## src/rtl/rf_timer.sv

```systemverilog
module rf_timer #(
  parameter int CW = 17
) (
  input  logic          clk,
  input  logic          rst_n,
  input  logic          tick,
  input  logic          start,
  input  logic          cap_mode,
  input  logic          one_shot,
  input  logic          out_en,
  input  logic          wr_en,
  input  logic          wr_sel,
  input  logic [CW-1:0] wr_data,
  input  logic          rd_sel,
  output logic [CW-1:0] rd_data,
  input  logic          cap_in,
  output logic          pwm_out,
  output logic          done
);

  logic [CW-1:0] rise_q, fall_q;
  logic [CW-1:0] rise_a, fall_a;
  logic [CW-1:0] cnt;
  logic          run, mode_q, shot_q, lvl, done_q, got_rise;
  logic [2:0]    sync;
  logic          rise_ev, fall_ev, at_fall, at_rise;

  assign rise_ev = sync[1] & ~sync[2];
  assign fall_ev = ~sync[1] & sync[2];
  assign at_fall = (cnt == fall_a);
  assign at_rise = (cnt == rise_a);

  assign rd_data = rd_sel ? fall_q : rise_q;
  assign pwm_out = out_en & lvl;
  assign done    = done_q;

  always_ff @(posedge clk) begin
    if (!rst_n) begin
      rise_q   <= '0;
      fall_q   <= '0;
      rise_a   <= '0;
      fall_a   <= '0;
      cnt      <= '0;
      run      <= 1'b0;
      mode_q   <= 1'b0;
      shot_q   <= 1'b0;
      lvl      <= 1'b0;
      done_q   <= 1'b0;
      got_rise <= 1'b0;
      sync     <= '0;
    end else begin
      sync <= {sync[1:0], cap_in};
      if (wr_en) begin
        if (wr_sel) fall_q <= wr_data;
        else        rise_q <= wr_data;
      end
      if (start) begin
        cnt      <= '0;
        run      <= 1'b1;
        lvl      <= 1'b0;
        done_q   <= 1'b0;
        got_rise <= 1'b0;
        mode_q   <= cap_mode;
        shot_q   <= one_shot;
        rise_a   <= rise_q;
        fall_a   <= fall_q;
      end else if (run && !mode_q) begin
        if (tick) begin
          if (at_fall) begin
            lvl <= 1'b0;
            cnt <= '0;
            if (shot_q) begin
              run    <= 1'b0;
              done_q <= 1'b1;
            end else begin
              rise_a <= rise_q;
              fall_a <= fall_q;
            end
          end else begin
            cnt <= cnt + 1'b1;
            if (at_rise) lvl <= 1'b1;
          end
        end
      end else if (run && mode_q) begin
        if (tick) cnt <= cnt + 1'b1;
        if (!got_rise && rise_ev) begin
          rise_q   <= cnt;
          got_rise <= 1'b1;
        end else if (got_rise && fall_ev) begin
          fall_q <= cnt;
          run    <= 1'b0;
          done_q <= 1'b1;
        end
      end
    end
  end

endmodule

```

## config.mk

```make
export PLATFORM = sky130hd
export DESIGN_NAME = rf_timer
export DESIGN_NICKNAME = d
export VERILOG_FILES = /design/src/rtl/rf_timer.sv
export SDC_FILE = /design/constraint.sdc
export NUM_CORES = 1
export LEC_CHECK = 0
export ABC_AREA = 1
export ABC_CLOCK_PERIOD_IN_PS = 5070
export BUFFER_PORTS_ARGS = -buffer_cell sky130_fd_sc_hd__buf_2
export CORE_MARGIN = 2
export CORE_UTILIZATION = 30
export CTS_CLUSTER_SIZE = 16
export DETAILED_ROUTE_END_ITERATION = 16
export MAX_ROUTING_LAYER = met4
export PLACE_DENSITY = 0.52
export SLEW_MARGIN = 25
export SYNTH_ARGS = -nofsm -noshare
export SYNTH_HDL_FRONTEND = slang
export SYNTH_SLANG_ARGS = --single-unit
```

## constraint.sdc

```tcl
create_clock -name clk -period 5.07 [get_ports clk]
set_input_delay 1.014 -clock clk [delete_from_list [all_inputs] [get_ports clk]]
set_output_delay 1.014 -clock clk [all_outputs]
set_load 0.02 [all_outputs]
```

==> results_dict.tcl <==
set metrics [dict create \
    hold_violations 0 \
    cap_violations 0 \
    peakVddDrop_mv 0.135 \
    hpwl_um 9410 \
    area_growth_syn_to_layout_pct 13.7 \
    crit_path_max_incr_delay_ns 0.40 \
    gp_congestion 0.816 \
    r2r-end "rise_a[10]" \
    ys_seq_area_share_pct 38.7 \
    dieArea_mm2 0.0172 \
    async_flop_share_pct 0 \
    rows 46 \
    worstSkewPairLatency_ns 0.35 \
    netlist_area_mm2 0.00486 \
    setup_viol 0 \
    setup_ws_ns 2.09 \
    cpMostUsedCell "buf_2" \
    overflow 0 \
    routed_wl_um 13600 \
    portBuffers 46 \
    power_uw 1720 \
    die-height_um 131 \
    final_cells 968 \
    whs_ns 0.415 \
    grt_util_all_layers_pct 16.3 \
    crit_arrival_ns 1.97 \
    crit_family "buffers and inverters" \
    p_per_area_mw_per_mm2 312 \
    postCtsSetupRepairBufs 0 \
    finalCritPeriodShare_pct 58.8 \
    ys_ff_latch 94 \
    hold_buffers 0 \
    initialDrtViolationCount 265 \
    synth_warnings 0 \
    grt_start_max_net_pins 75 \
    critPathLaunch "rd_sel" \
    cp.required_ns 4.06 \
    htreeDepth 3 \
    worstReg2RegStart "cnt[0]" \
    worst_pin_slew_ns 0.848 \
    nFillCells 1802 \
    ios 47 \
    antenna_found_initial 0 \
    setup.worst_path.class "input pin to primary output" \
    cts_sinks 94 \
    vias 4603 \
    cp_max_fo 17 \
    ys.flop_type "dfxtp_1" \
    ctsResizeCount 0 \
    reg2regPathDepth 10 \
    worstSetupStartpointType "input pin" \
    holdCritPathClass "flop to flop" \
    rsz0062_at_grt "false" \
    syn_nets 757 \
    final_nets 776 \
    cts_root_buf "clkbuf_16" \
    path_depth 3 \
    max_freq_ghz 0.335 \
    synthCells 728 \
    drive_above_1_share_pct 13.7 \
    fin_worst_skew_ns 0.00954 \
    slew_violations 0 \
    start_util_pct 30.6 \
    final.setup.tns_ns 0 \
    synth_edf_count 0 \
    cts_buffers 9 \
    cts_buffer_depth 2 \
    preCtsSetupSlack_ns 2.03 \
    grt_pass1_vias 4332 \
    slowest_stage "mux2_2" \
    clk_pin_slew_worst_paths_ns 0.06 \
    ant_nets 0 \
    wl_per_cell_um 14.1 \
    diodes 0 \
    fp.coreArea_mm2 0.0159 \
    fin_crit_ns 2.98 \
    cts_tree "done" \
    endpoint "rd_data[13]" \
    drt_pass1_iterations 4 \
    via_per_inst 4.76 \
    drc_errors 0 \
    status "completed" \
    dp_cells 952 \
    path_buf_inv 2 \
    critPathCaptureType "primary output" \
    max_slew_margin_pct 43.3 \
    ff2ff_setup_slack_ns 2.19 \
    synthDistinctLibCells 31 \
    die_w_um 131 \
    grt_pass1_wl_um 22200 \
    cellLeakagePower_uw 0.00241 \
    synth_area_per_cell_um2 6.68 \
    cp_cell_sequence "buf_2, mux2_2, buf_2" \
]
layout by cell type (no fill, tap or decap), types with 2 or more instances in the layout:
cell type  count
buf_4          4
o22ai_1        8
clkbuf_16      9
o21bai_1       2
buf_2         46
nor2_2         3
o21ai_0       79
clkinv_2       2
clkbuf_1       2
inv_2         11
inv_1         82
a21oi_1       80
xnor2_1        4
nand4_1        7
bufinv_16      2
dfxtp_1       94
nor3_1         8
nand3_1       46
xor2_1         9
nand2_1      151
nor2_1        69
nand2_2        2
mux2_2        17
o21ai_1        4
area by class of cell:
| type | count | area, µm² | area share [%] |
|---|---|---|---|
| Clock inverter | 4 | 70.1 | 1.27 |
| Inverter | 93 | 349 | 6.32 |
| Sequential cell | 94 | 1880 | 34.0 |
| Timing Repair Buffer | 50 | 260 | 4.71 |
| Clock buffer | 12 | 246 | 4.46 |
| Tap cell | 216 | 270 | 4.89 |
| Multi-Input combinational cell | 499 | 2450 | 44.3 |
cells by family (layout without fill, tap and decap cells):
logic type	count (synthesis)	after routing	share of synthesized area (%)
flip-flops	94	94	38.7
buffers and inverters	135	159	11.1
XOR/XNOR	13	13	2.34
AO/OA/AOI/OAI	178	178	18.9
adder cells (fa/ha/maj)	1	1	0.257
AND/OR/NAND/NOR	290	290	24.7
multiplexers	17	17	3.94
worst min-delay path, stage by stage, from the launching register on:
cell and delay (ns):
dfxtp_1 0.31, nand2_1 0.05, inv_1 0.04
state kept, by name, indices dropped and copies added, names as in the netlist:
signal	flops
fall_a	17
fall_q	17
sync	3
got_rise	1
rise_a	17
done	1
mode_q	1
cnt	17
rise_q	17
lvl	1
run	1
shot_q	1
how the worst min path moves through the flow:
stage,startpoint,end,cells after the start
2_1_floorplan,sync[0],sync[1],2
3_3_place_gp,sync[0],sync[1],2
3_5_place_dp,sync[0],sync[1],2
4_1_cts,sync[0],sync[1],2
5_1_grt,sync[0],sync[1],2
6_report,sync[0],sync[1],2
report_power, final:
part           internal (µW)  switching, µW  leakage [µW]  total (µW)
clock network            445            285      0.000157         729
registers                772           23.6      0.000770         795
logic                   74.1            125       0.00149         199
metal layers:
layer	track usage [%]	part of all wire, %	vias up
li1	-	-	2398
met1	22.2	50	2080
met2	24.5	43	107
met3	2.70	4.0	18
met4	5.74	2.2	0
met5	-	0	-
metrics by stage:
step / instance area [µm²] / util (%)
2_1_floorplan: 4860 / -
3_3_place_gp: 5200 / 32.8
3_5_place_dp: 5210 / 32.8
4_1_cts: 5520 / 34.8
5_1_grt: 5530 / 34.8
6_report: 5530 / 34.8
Yosys cell counts, drive strengths merged, types with 2 or more instances:
master	count	area, µm²
mux2	17	191
clkbuf	28	105
inv	93	349
nand2	153	574
xnor2	4	35.0
dfxtp	94	1880
nor3	9	45.0
a21oi	81	409
o22ai	8	50.1
o21ai	84	424
nand3	47	240
buf	14	86.3
nand4	8	56.3
xor2	9	78.8
nor2	72	278
o21bai	2	15.0
Power figures use the tool's default switching activity.
